### src/rtl/seqtag_fetch_gen.sv
module seqtag_fetch_gen #(
  parameter int PC_W = 32,
  parameter int SEQ_W = 16,
  parameter int DATA_W = 64,
  parameter int TID_W = 2,
  parameter int LINE_BYTES = 16,
  parameter logic [PC_W-1:0] RESET_PC = 'h100
) (
  input  logic              clk,
  input  logic              rst_n,
  input  logic              ex_redir_valid,
  input  logic [PC_W-1:0]   ex_redir_pc,
  input  logic [SEQ_W-1:0]  ex_redir_stream,
  input  logic              pr_redir_valid,
  input  logic [PC_W-1:0]   pr_redir_pc,
  input  logic [SEQ_W-1:0]  pr_redir_stream,
  input  logic [SEQ_W-1:0]  pr_redir_pred,
  output logic              req_valid,
  input  logic              req_ready,
  output logic [PC_W-1:0]   req_addr,
  output logic [SEQ_W-1:0]  req_stream,
  output logic [SEQ_W-1:0]  req_pred,
  output logic [SEQ_W-1:0]  req_line_seq,
  input  logic              ret_valid,
  input  logic [PC_W-1:0]   ret_addr,
  input  logic [DATA_W-1:0] ret_data,
  input  logic [SEQ_W-1:0]  ret_stream,
  input  logic [SEQ_W-1:0]  ret_pred,
  input  logic [SEQ_W-1:0]  ret_line_seq,
  output logic              out_valid,
  output logic [PC_W-1:0]   out_addr,
  output logic [DATA_W-1:0] out_data,
  output logic [TID_W-1:0]  out_thread,
  output logic [SEQ_W-1:0]  out_stream,
  output logic [SEQ_W-1:0]  out_pred,
  output logic [SEQ_W-1:0]  out_line_seq
);
  localparam logic [PC_W-1:0] ALIGN_MASK = ~(PC_W'(LINE_BYTES - 1));
  localparam logic [PC_W-1:0] LINE_STEP  = PC_W'(LINE_BYTES);
  localparam logic [SEQ_W-1:0] SEQ_INIT  = SEQ_W'(1);

  logic             run;
  logic [SEQ_W-1:0] exp_stream, cur_pred, line_seq;
  logic [PC_W-1:0]  fetch_pc;

  wire pr_take  = pr_redir_valid && !ex_redir_valid && (pr_redir_stream == exp_stream);
  wire redirect = ex_redir_valid || pr_take;
  wire issue    = req_valid && req_ready;
  wire [SEQ_W-1:0] stream_nx = ex_redir_valid ? ex_redir_stream : exp_stream;
  wire keep_line = ret_valid && (ret_stream == stream_nx);

  assign req_valid    = run && !redirect;
  assign req_addr     = fetch_pc;
  assign req_stream   = exp_stream;
  assign req_pred     = cur_pred;
  assign req_line_seq = line_seq;
  assign out_thread   = '0;

  always_ff @(posedge clk) begin
    if (!rst_n) begin
      run        <= 1'b0;
      exp_stream <= SEQ_INIT;
      cur_pred   <= SEQ_INIT;
      line_seq   <= SEQ_INIT;
      fetch_pc   <= RESET_PC & ALIGN_MASK;
    end else begin
      run <= 1'b1;
      if (ex_redir_valid) begin
        exp_stream <= ex_redir_stream;
        fetch_pc   <= ex_redir_pc & ALIGN_MASK;
      end else if (pr_take) begin
        cur_pred <= pr_redir_pred;
        fetch_pc <= pr_redir_pc & ALIGN_MASK;
      end else if (issue) begin
        fetch_pc <= fetch_pc + LINE_STEP;
        line_seq <= line_seq + SEQ_W'(1);
      end
    end
  end

  always_ff @(posedge clk) begin
    if (!rst_n) begin
      out_valid    <= 1'b0;
      out_addr     <= '0;
      out_data     <= '0;
      out_stream   <= '0;
      out_pred     <= '0;
      out_line_seq <= '0;
    end else begin
      out_valid <= keep_line;
      if (keep_line) begin
        out_addr     <= ret_addr;
        out_data     <= ret_data;
        out_stream   <= ret_stream;
        out_pred     <= ret_pred;
        out_line_seq <= ret_line_seq;
      end
    end
  end
endmodule


### config.mk
export PLATFORM = sky130hd
export DESIGN_NAME = seqtag_fetch_gen
export DESIGN_NICKNAME = d
export VERILOG_FILES = /design/src/rtl/seqtag_fetch_gen.sv
export SDC_FILE = /design/constraint.sdc
export NUM_CORES = 1
export LEC_CHECK = 0
export CAP_MARGIN = 20
export CORE_AREA = 4 4 191 193
export CTS_CLUSTER_DIAMETER = 200
export DETAILED_ROUTE_END_ITERATION = 10
export DIE_AREA = 0 0 195 197
export DONT_BUFFER_PORTS = 1
export PLACE_DENSITY = 0.52
export REMOVE_ABC_BUFFERS = 1
export SLEW_MARGIN = 0
export SYNTH_ARGS = -nofsm -noshare
export SYNTH_HDL_FRONTEND = slang
export SYNTH_SLANG_ARGS = --single-unit
### constraint.sdc
create_clock -name clk -period 3.9 [get_ports clk]
set_input_delay 0.78 -clock clk [delete_from_list [all_inputs] [get_ports clk]]
set_output_delay 0.78 -clock clk [all_outputs]
set_load 0.05 [all_outputs]
==> summary.md, run 1 <==
The logs give 0 for the number of buffers inserted for hold repair after clock tree synthesis and 0.289 GHz for the maximum clock frequency. For the standard cell core area, the log shows 34500 um2. The root buffer cell chosen for the clock tree is clkbuf_16. The total via count in the routed design came out at 9059. The synthesized design spends more area on one cell type than any other, namely dfxtp_1. The maximum fanout along the worst path is 3, and the number of iterations in the first detailed-routing pass is 5.

Most common cell after layout, fill and taps aside: dfxtp_1. Number of max-slew violations in the final report: 0. The post-CTS resize count is 0, and the die height is 197 um.

The total DRC errors in the routed layout is 0. The synthesized netlist contains 59 unique library cells. Input and output buffers added on the ports amount to 0. Worst supply voltage drop on vdd: 269 uV. TritonCTS built the clock tree.

The run gives 37800 um as the total wirelength of the detailed-routed design. At the worst endpoint, the required time is 3.12 ns. In this run, synthesis produced a sequential element count of 222. Counting I/O delays and the setup requirement, the final critical path takes 3.47 ns. After detailed routing, the number of vias per cell comes to 5.60.

Detailed-placement wirelength estimate: 26200 um. The worst setup path is launched from a register. The via count of the first global-routing pass was 8738; the worst-case setup slack after placement was 0.699 ns.

The tool flagged a number of max-cap violations equal to 0. Entering global routing, the biggest net connects 146 pins. The area growth from synthesis to layout is 12.7%.

The logs give 0.54 ns for the later-pin clock latency in the skew report and 1196 for the post-synthesis instance total. No sink is reached through more buffers than the 3 on the longest clock path. The mapped netlist covers 9830 um2. The worst hold path belongs to the class in2reg.

The final design utilization is 0.321. Setup repair after global routing left no endpoint under its margin. Final setup violation count: 0. The element type at the critical path end was a primary output.

The starting utilization of the core area was 0.284. Clock tree synthesis found a total of 222 sinks. Pin placement for this block handled 490 I/O pins. The ratio of final minimum period to clock period came out at 0.889. The share of flip-flops with an asynchronous set or reset after synthesis was 0.

The total overflow left after global routing is 0. Counting flops with a built-in enable in the synthesized netlist gives 0. The critical path data arrival time was 2.69 ns. Dividing the detail-routed wire length by the instance count gives 23.4 um.

The post-layout net count was 1405; the leakage power was 3.59 nW. The fraction of layout cells with a size suffix above 1 works out to 0.0751. The worst setup path is of the reg2out kind. Clock-pin slew was measured on the worst setup and hold paths at 0.06 ns. The congestion estimate from routability-driven global placement came to 0.850. In the layout the commonest cells are dfxtp_1 (222), a21oi_1 (185), nand3_1 (169). Sorting the synthesized cells by area gives the leading types as dfxtp_1 (45%), a21oi_1 (9.4%), nand3_1 (8.6%). The ratio of total power to cell area is 465 nW/um2, and the number of buffers created by CTS is 26. The yosys synthesis warning count was 0. The register area share after synthesis was 0.452. The hold violation total from the final report is 0. Averaged over all synthesized cells, the footprint is 8.22 um2. The number of antenna violations at the first check in global routing was 4; the total track usage was 0.180. The run finished with clean final reports. The logs give 0 for the number of routed nets with antenna violations and 0 for the number of buffers inserted to repair setup after CTS. The fraction of post-synthesis cell area in the top cell type by area is 0.452. The logs give 1 for the number of levels the H-tree was split into and 55600 um for the global-route wire length before repair.

Final worst clock skew: 0.0152 ns. The dominant register cell in the synthesized netlist was dfxtp_1. The site row count is 68, and the smallest setup slack after layout is 0.434 ns. The die is 195 um wide.

The actual slew at the worst max-slew pin came out at 0.885 ns. The tools report the worst slew margin relative to its limit as 0.410. The full die area came out at 38400 um2. In this run, the number of DRC markers left after iteration 0 of detailed routing was 499.

The setup check on the worst reg-to-reg path leaves a slack of 0.82 ns.
-- cell families after synthesis --
group	Yosys count	share of synthesized area
xor gates and xnor gates	48	0.0428
buffers and inverters	129	0.0649
muxes	19	0.0194
DFF	222	0.452
other	1	0.000382
adders and majority gates	2	0.00255
AOI/OAI and AO/OA	426	0.240
and+or+nand+nor	349	0.177
-- cell usage after synthesis (all sizes together) (4+ instances only) --
| cell | number |
|---|---|
| o211ai | 5 |
| nand3 | 169 |
| nor2 | 38 |
| and3 | 15 |
| nand2 | 66 |
| a221oi | 5 |
| buf | 48 |
| mux2i | 19 |
| nor3 | 9 |
| a22oi | 13 |
| o21ai | 172 |
| a31oi | 7 |
| xnor2 | 26 |
| a21oi | 185 |
| clkbuf | 73 |
| nand4 | 14 |
| or4 | 4 |
| and2 | 10 |
| o221a | 4 |
| and4 | 7 |
| inv | 7 |
| xor2 | 22 |
| dfxtp | 222 |
| a22o | 4 |
| nor4 | 9 |
-- worst paths after layout --
| path | from | to | depth (start not counted) |
|---|---|---|---|
| setup / recovery | req_stream[14]$_SDFF_PN0_ | req_valid | 7 |
| hold / removal | rst_n | run$_DFF_P_ | 0 |
| setup reg to reg | req_stream[8]$_SDFF_PN0_ | out_data[42]$_SDFFE_PN0P_ | 7 |
| hold reg to reg | req_addr[7]$_SDFFE_PN0P_ | req_addr[7]$_SDFFE_PN0P_ | 3 |
-- stage by stage --
| step | instance area, um2 | power [mW] | hold slack (ns) | instances | setup TNS, ns |
|---|---|---|---|---|---|
| final | 11100 | 5.15 | 0.281 | 1617 | 0 |
| after global routing | 11100 | 5.35 | 0.248 | 1617 | 0 |
| after CTS | 11100 | 5.23 | 0.247 | 1614 | 0 |
| after detailed placement | 10200 | 2.77 | 0.670 | 1568 | 0 |
| after global placement | 10200 | 2.76 | 0.662 | 1568 | 0 |
| after floorplan | 9240 | 2.65 | 0.681 | 1080 | -658.63 |
-- registers in the layout, summed over array words and instances, names as in the netlist --
register	flops
out_addr	32
req_addr	28
out_valid	1
out_pred	16
run	1
req_stream	16
req_line_seq	16
out_stream	16
out_data	64
req_pred	16
out_line_seq	16
-- report_power, final --
part           leakage, nW  switching, mW  internal [mW]
clock network        0.409          0.983           1.45
registers             1.80          0.108           2.30
logic                 1.39          0.214         0.0965
-- worst max-delay path, stage by stage (launching register included) --
cell and delay, ns:
dfxtp_1 0.75, xor2_1 0.14, nor4_1 0.45, buf_4 0.20
and2_1 0.14, a21oi_1 0.10, and2_1 0.20, buf_12 0.15
-- area by class of cell --
cell class / count / area [um2]
inverters: 8 / 35.0
repair buffers: 33 / 373
multi-input cells: 850 / 4800
clock inverters: 11 / 115
diodes: 3 / 7.51
well taps: 455 / 569
clock buffers: 35 / 736
fillers: 3703 / 23500
flip-flops and latches: 222 / 4440
-- layer usage --
layer	part of all wire	vias up	wire length, um	GRT usage
li1	-	4198	-	-
met1	0.37	4365	14100	0.213
met2	0.49	445	18600	0.300
met3	0.12	49	4460	0.0769
met4	0.019	2	712	0.0494
met5	0.00053	-	20	0
Power figures use the tool's default switching activity.
==> run 2, diff against run 1 <==
--- a/config.mk
+++ b/config.mk
@@ -6,10 +6,10 @@
 export NUM_CORES = 1
 export LEC_CHECK = 0
 export CAP_MARGIN = 20
-export CORE_AREA = 4 4 191 193
+export CORE_AREA = 2 2 189 191
 export CTS_CLUSTER_DIAMETER = 200
 export DETAILED_ROUTE_END_ITERATION = 10
-export DIE_AREA = 0 0 195 197
+export DIE_AREA = 0 0 191 193
 export DONT_BUFFER_PORTS = 1
 export PLACE_DENSITY = 0.52
 export REMOVE_ABC_BUFFERS = 1
==> summary.md, run 2 (synthesis gave the netlist of run 1 again) <==
The ratio of total power to cell area is 477 nW/um2, and the total of max-cap violations is 0. The run gives 0.487 as the part of the total power dissipated in the clock network. The pin count of the biggest net entering global routing is 116, and the worst supply voltage drop on vdd is 263 uV. Global-route wire length before repair: 52600 um. The starting utilization of the core area came out at 0.281.

The setup check on the worst reg-to-reg path leaves a slack of 0.63 ns. The internal portion of the total power is 3.97 mW. The critical path ends at req_valid. After clock tree synthesis, the clock-pin slew on the worst setup and hold paths is 0.06 ns. The number of max-slew violations in the final report was 0; the maximum fanout along the worst path was 3. Post-CTS timing repair inserted 0 buffers for setup. The area added between synthesis and finish works out to 12.7%. The overall power consumption came out at 5.28 mW. Register containing the most flip-flops in the final layout: out_data. The minimum clock period after layout is 3.64 ns, and the number of I/O port buffers is 0. At the later pin of the worst-skew pair, clock insertion delay measures 0.53 ns. The buffer and inverter count on the worst path was 1; the detail-routed via count per cell was 5.49. The via count of the first global-routing pass is 8294. The critical path data arrival time was 2.86 ns. The kind of cell with the highest combined delay along the critical path is simple AND/OR/NAND/NOR gates.

The run gives 1623 as the final standard cell count with taps included and fillers excluded. The total track usage came out at 0.183. The I/O pin count was 490.

The logs give 26 for the number of buffers created by CTS and 0 for the number of buffers inserted for hold repair after clock tree synthesis. The logs give 222 for the total clock sinks and 36900 um2 for the full die area. The post-layout net count is 1404. The flow ran to the end, and the final reports show no timing, DRC or antenna violations.

The signal on the critical path passes through xor2_1 > nor4_1 > buf_4 > and2_1 > a21oi_1 > and2_1. Measured along the y axis, the die boundary spans 193 um. The tools report the worst slew margin relative to its limit as 0.254. Type of the tightest min-delay check: in2reg.

Site row count: 69. The most common cell after layout, fill and taps aside is dfxtp_1. The fraction of layout cells with a size suffix above 1 is 0.0742. The DRC marker count from the first detailed-route iteration was 594. The worst setup path is captured at a primary output. At the pin with the least slew margin, the transition time is 1.12 ns.

The ratio of final minimum period to clock period is 0.933, and the number of routed nets with antenna violations is 0. Routability-driven placement finished with a final weighted congestion of 0.824. The endpoint identified for the worst register-to-register timing path is req_addr[15]$_SDFFE_PN0P_. The floorplan step set the die width to 191 um. The longest individual stage delay on the worst path is 0.71 ns.

Tracing the worst setup path back leads to its startpoint at req_stream[14]$_SDFF_PN0_. The switching portion of total power is 0.248, and the final worst clock skew is 0.0120 ns. The run gives 3.12 ns as the required time at the worst-slack endpoint. For this block, the routed nets add up to 36700 um of wire. The hold violation total from the final report is 0, and the number of flip-flops in the largest register is 64.

TritonCTS built the clock tree. Leaving out fill and tap cells, the most frequent cells in the layout are dfxtp_1 (222), a21oi_1 (185), nand3_1 (169). The worst setup path is launched from a register. After floorplanning, the core was sized to cover 35000 um2. After detailed routing, the number of remaining DRC violations is 0.

The number of levels the H-tree was split into is 1, and the detailed-placement wirelength estimate is 25100 um. The worst setup path is of the reg2out kind. The tools report the total instance count after detailed placement as 1573. The sequential power share is 0.456, and the number of iterations in the first detailed-routing pass is 5. The run gives 0.275 GHz as the maximum clock frequency.

In this design, the critical path's most frequently occurring cell is and2_1. Global routing finished with a remaining overflow of 0. The final route contains 8909 vias. The slowest stage cell on the critical path is dfxtp_1. The proportion of power drawn by combinational gates is 0.057.

The cell depth of the worst hold path is 0. The analysis attributes to net switching a power of 1.31 mW. The tools report the post-CTS resize count as 0.

The worst register-to-register path begins at req_stream[14]$_SDFF_PN0_. The number of antenna violations at the first check in global routing was 3; the average wire per cell in the routed design was 22.6 um. The buffer cell driving the clock tree root was clkbuf_16.

Counting buffers and inverters, the worst setup path is 6 cells deep. Measured in cells, the most critical reg-to-reg path has a length of 8. The tools report the final setup violation count as 0. No sink is reached through more buffers than the 3 on the longest clock path. For the leakage power, the log shows 3.60 nW. Setup repair after global routing left no endpoint under its margin.
## run 2: routing by layer
metal	up-vias	global-route usage	share of wire
met1	4267	0.214	0.38
met3	45	0.0773	0.12
met4	0	0.0566	0.022
li1	4202	-	-
met2	395	0.305	0.49
met5	-	0	0
## run 2: stage by stage
step / util / hold slack (ns) / setup WS (ns) / setup TNS, ns / instance area, um2
final: 0.317 / 0.279 / 0.259 / 0 / 11100
after global routing: 0.317 / 0.253 / 0.176 / 0 / 11100
after CTS: 0.316 / 0.250 / 0.260 / 0 / 11100
after detailed placement: 0.291 / 0.590 / 0.610 / 0 / 10200
after global placement: 0.291 / 0.579 / 0.591 / 0 / 10200
after floorplan: - / 0.681 / -4.52 / -658.63 / 9240
## run 2: worst min-delay path by stage
stage	from	end	slack, ns
floorplan	req_pred[10]$_SDFFE_PN0P_	req_pred[10]$_SDFFE_PN0P_	0.68
global placement	req_addr[6]$_SDFFE_PN0P_	req_addr[6]$_SDFFE_PN0P_	0.58
detailed placement	req_addr[6]$_SDFFE_PN0P_	req_addr[6]$_SDFFE_PN0P_	0.59
CTS	rst_n	run$_DFF_P_	0.25
global route	rst_n	run$_DFF_P_	0.25
finish	rst_n	run$_DFF_P_	0.28
## run 2: worst register-to-register path: stages, from the launching register on
cell and delay, ns:
dfxtp_1 0.71, xor2_1 0.14, nor4_1 0.62, buf_4 0.22, and2_1 0.16, buf_4 0.25
nand2_1 0.56, o211ai_1 0.37, and3_1 0.17
## run 2: power by group through the flow
stage | Sequential [mW] | Clock, mW | Combinational, mW
final | 2.41 | 2.57 | 0.302
after global routing | 2.41 | 2.71 | 0.330
after CTS | 2.41 | 2.63 | 0.305
after global placement | 2.46 | 0 | 0.301
after floorplan | 2.47 | 0 | 0.182
after detailed placement | 2.46 | 0 | 0.304
## run 2: layout make-up
cell class	count	area, um2
diodes	3	7.51
fillers	3727	23900
repair buffers	32	303
multi-input cells	850	4800
clock inverters	8	124
flip-flops and latches	222	4440
clock buffers	39	781
inverters	8	35.0
well taps	461	577
==> run 3, diff against run 2 <==
--- a/config.mk
+++ b/config.mk
@@ -13,6 +13,7 @@
 export DONT_BUFFER_PORTS = 1
 export PLACE_DENSITY = 0.52
 export REMOVE_ABC_BUFFERS = 1
+export SKIP_CTS_REPAIR_TIMING = 1
 export SLEW_MARGIN = 0
 export SYNTH_ARGS = -nofsm -noshare
 export SYNTH_HDL_FRONTEND = slang
==> constraint.sdc (replaced) <==
create_clock -name clk -period 3.7 [get_ports clk]
set_input_delay 0.74 -clock clk [delete_from_list [all_inputs] [get_ports clk]]
set_output_delay 0.74 -clock clk [all_outputs]
set_load 0.05 [all_outputs]
==> summary.md, run 3 (synthesis gave the netlist of run 1 again) <==
The flow ran to the end, and the final reports show no timing, DRC or antenna violations. Before CTS, the worst setup slack after placement is 0.518 ns. Summed over all nets, the switching power comes to 1.38 mW. The first TritonRoute pass finished after 5 iterations. For the number of routed nets with antenna violations, the log shows 0. The worst slew margin relative to its limit came out at 0.246. The number of max-slew violations in the final report is 0, and the starting utilization of the core area is 0.281. The die covers 36900 um2. For the total track usage, the log shows 0.186. The DRC marker count from the first detailed-route iteration is 600, and the smallest setup slack after layout is 0.337 ns.

The ratio of final minimum period to clock period came out at 0.909. Among the stages of the critical path, the cell type that occurs most often is and2_1. Summing all multi-input logic gate instances after layout gives 4800 um2. The core region is 35000 um2.

Adding up every negative setup slack in the final design gives 0 ns. CTS saw 222 sinks. The min-delay analysis places its worst path in the category in2reg.

The worst hold path was traced through 0 stages. In this run the vertical extent of the chip is 193 um. The tools report the nature of the critical path startpoint as a register. STA puts the critical path data required time at 2.96 ns. The number of levels the H-tree was split into came out at 1.

Walking the worst path, the cells encountered are xor2_1 > nor4_1 > buf_4 > and2_1 > a21oi_1 > and2_1 > buf_12. Overall power consumption after layout is estimated at 5.39 mW. Summing over every cut layer, the via total after detailed routing is 9020. The tools report the global-route wire length before repair as 53200 um. Counting flops per register, the top entry is out_data. For this design the ratio of total power to cell area is 484 nW/um2. The number of clock buffers added by TritonCTS is 25. The run gives 4440 um2 as the storage element area. Pin placement for this block handled 490 I/O pins.

TritonCTS built the clock tree. For the worst-skew pair, the clock arrives at the later sink with an insertion delay of 0.53 ns. The die is 191 um wide. After detailed routing, the total wire length is 37200 um. The critical path data arrival time is 2.62 ns.

The tools report the element type at the critical path end as a primary output. For the number of antenna violations at the first check in global routing, the log shows 4. For the final setup violation count, the log shows 0. The tools report the site row count as 69.

The via count of the first global-routing pass came out at 8540. The area added between synthesis and finish works out to 13.3%. Dividing the detail-routed wire length by the instance count gives 22.7 um. The filler cells instantiated in the layout total 3696. The tools report the internal portion of total power as 4.01 mW. The total DRC errors in the routed layout was 0. Most common cell after layout, fill and taps aside: dfxtp_1.

The critical path is of the reg2out type. Setup repair after global routing left no endpoint under its margin. The actual slew at the worst max-slew pin is 1.13 ns. The buffer cell driving the clock tree root was clkbuf_16. Across the routed clock network, the largest skew measured is 0.00886 ns. The maximum clock frequency was 0.297 GHz.

Global routing finished with a remaining overflow of 0. For the part of the total power dissipated in the clock network, the log shows 0.468. The tools report the clock tree buffer depth as 3. The fraction of layout cells with a size suffix above 1 was 0.0869. The tool flagged a number of max-cap violations equal to 0. The number of flip-flops in the largest register is 64. The total instance count after detailed placement came out at 1591. After clock tree synthesis, the clock-pin slew on the worst setup and hold paths is 0.06 ns. The switching portion of total power came out at 0.256. The maximum fanout along the worst path is 3. The worst supply voltage drop on vdd is 283 uV.

In this run the tool buffered the top-level ports with 0 buffer cells. For this run, the post-layout net count is 1421. For the leakage power, the log shows 3.66 nW. The worst-case reg-to-reg path depth is 7. The proportion of power drawn by combinational gates is 0.067, and the sequential power share is 0.465.

Final design utilization: 0.318. The HPWL after detailed placement is 25500 um. The hold violation total from the final report came out at 0. The library cells used most frequently in the layout, excluding fill and tap cells, are dfxtp_1 (222), a21oi_1 (185), nand3_1 (169). The final standard cell count with taps included and fillers excluded is 1639, and the minimum clock period after layout is 3.36 ns. After detailed routing, the number of vias per cell comes to 5.50.

The largest individual stage delay along the critical path comes from the cell dfxtp_1. Entering global routing, the biggest net connects 146 pins. In this design, the stage delay of the slowest critical-path cell is 0.72 ns. Routability-driven placement finished with a final weighted congestion of 0.830.
[run 3: path summary, 6_finish.rpt]
kind	slack, ns	end	from
min	0.24	run$_DFF_P_	rst_n
min reg2reg	0.62	req_stream[0]$_SDFF_PN1_	req_stream[0]$_SDFF_PN1_
max	0.34	req_valid	req_stream[14]$_SDFF_PN0_
max reg2reg	0.82	out_addr[13]$_SDFFE_PN0P_	req_stream[14]$_SDFF_PN0_
[run 3: stage by stage]
step	instance area, um2	hold slack, ns
2_1_floorplan	9240	0.681
3_3_place_gp	10300	0.598
3_5_place_dp	10300	0.612
4_1_cts	11100	0.208
5_1_grt	11100	0.211
6_report	11100	0.240
[run 3: power groups by stage]
stage	Clock (mW)	Sequential, mW	Combinational [mW]
2_1_floorplan	0	2.60	0.192
3_3_place_gp	0	2.56	0.361
3_5_place_dp	0	2.56	0.364
4_1_cts	2.58	2.51	0.365
5_1_grt	2.68	2.51	0.395
6_report	2.52	2.51	0.364
[run 3: area by class of cell]
class                           instances  share of cell area
Tap cell                              461              0.0518
Sequential cell                       222               0.399
Antenna cell                            4            0.000899
Clock inverter                          9             0.00944
Inverter                                8             0.00315
Timing Repair Buffer                   50              0.0405
Clock buffer                           35              0.0641
Multi-Input combinational cell        850               0.431
[run 3: metal layers]
metal / global-route usage / wire [um]
met5: 0 / 0
met4: 0.0599 / 867
met3: 0.0762 / 4170
met2: 0.311 / 18100
met1: 0.215 / 14000
[run 3: critical path, delay by kind of cell, from the launching register on]
kind                      cells  cell delay (ns)
and+or+nand+nor               3             0.78
xor gates and xnor gates      1             0.14
AOI/OAI and AO/OA             1             0.11
DFF                           1             0.72
buffers and inverters         2             0.35
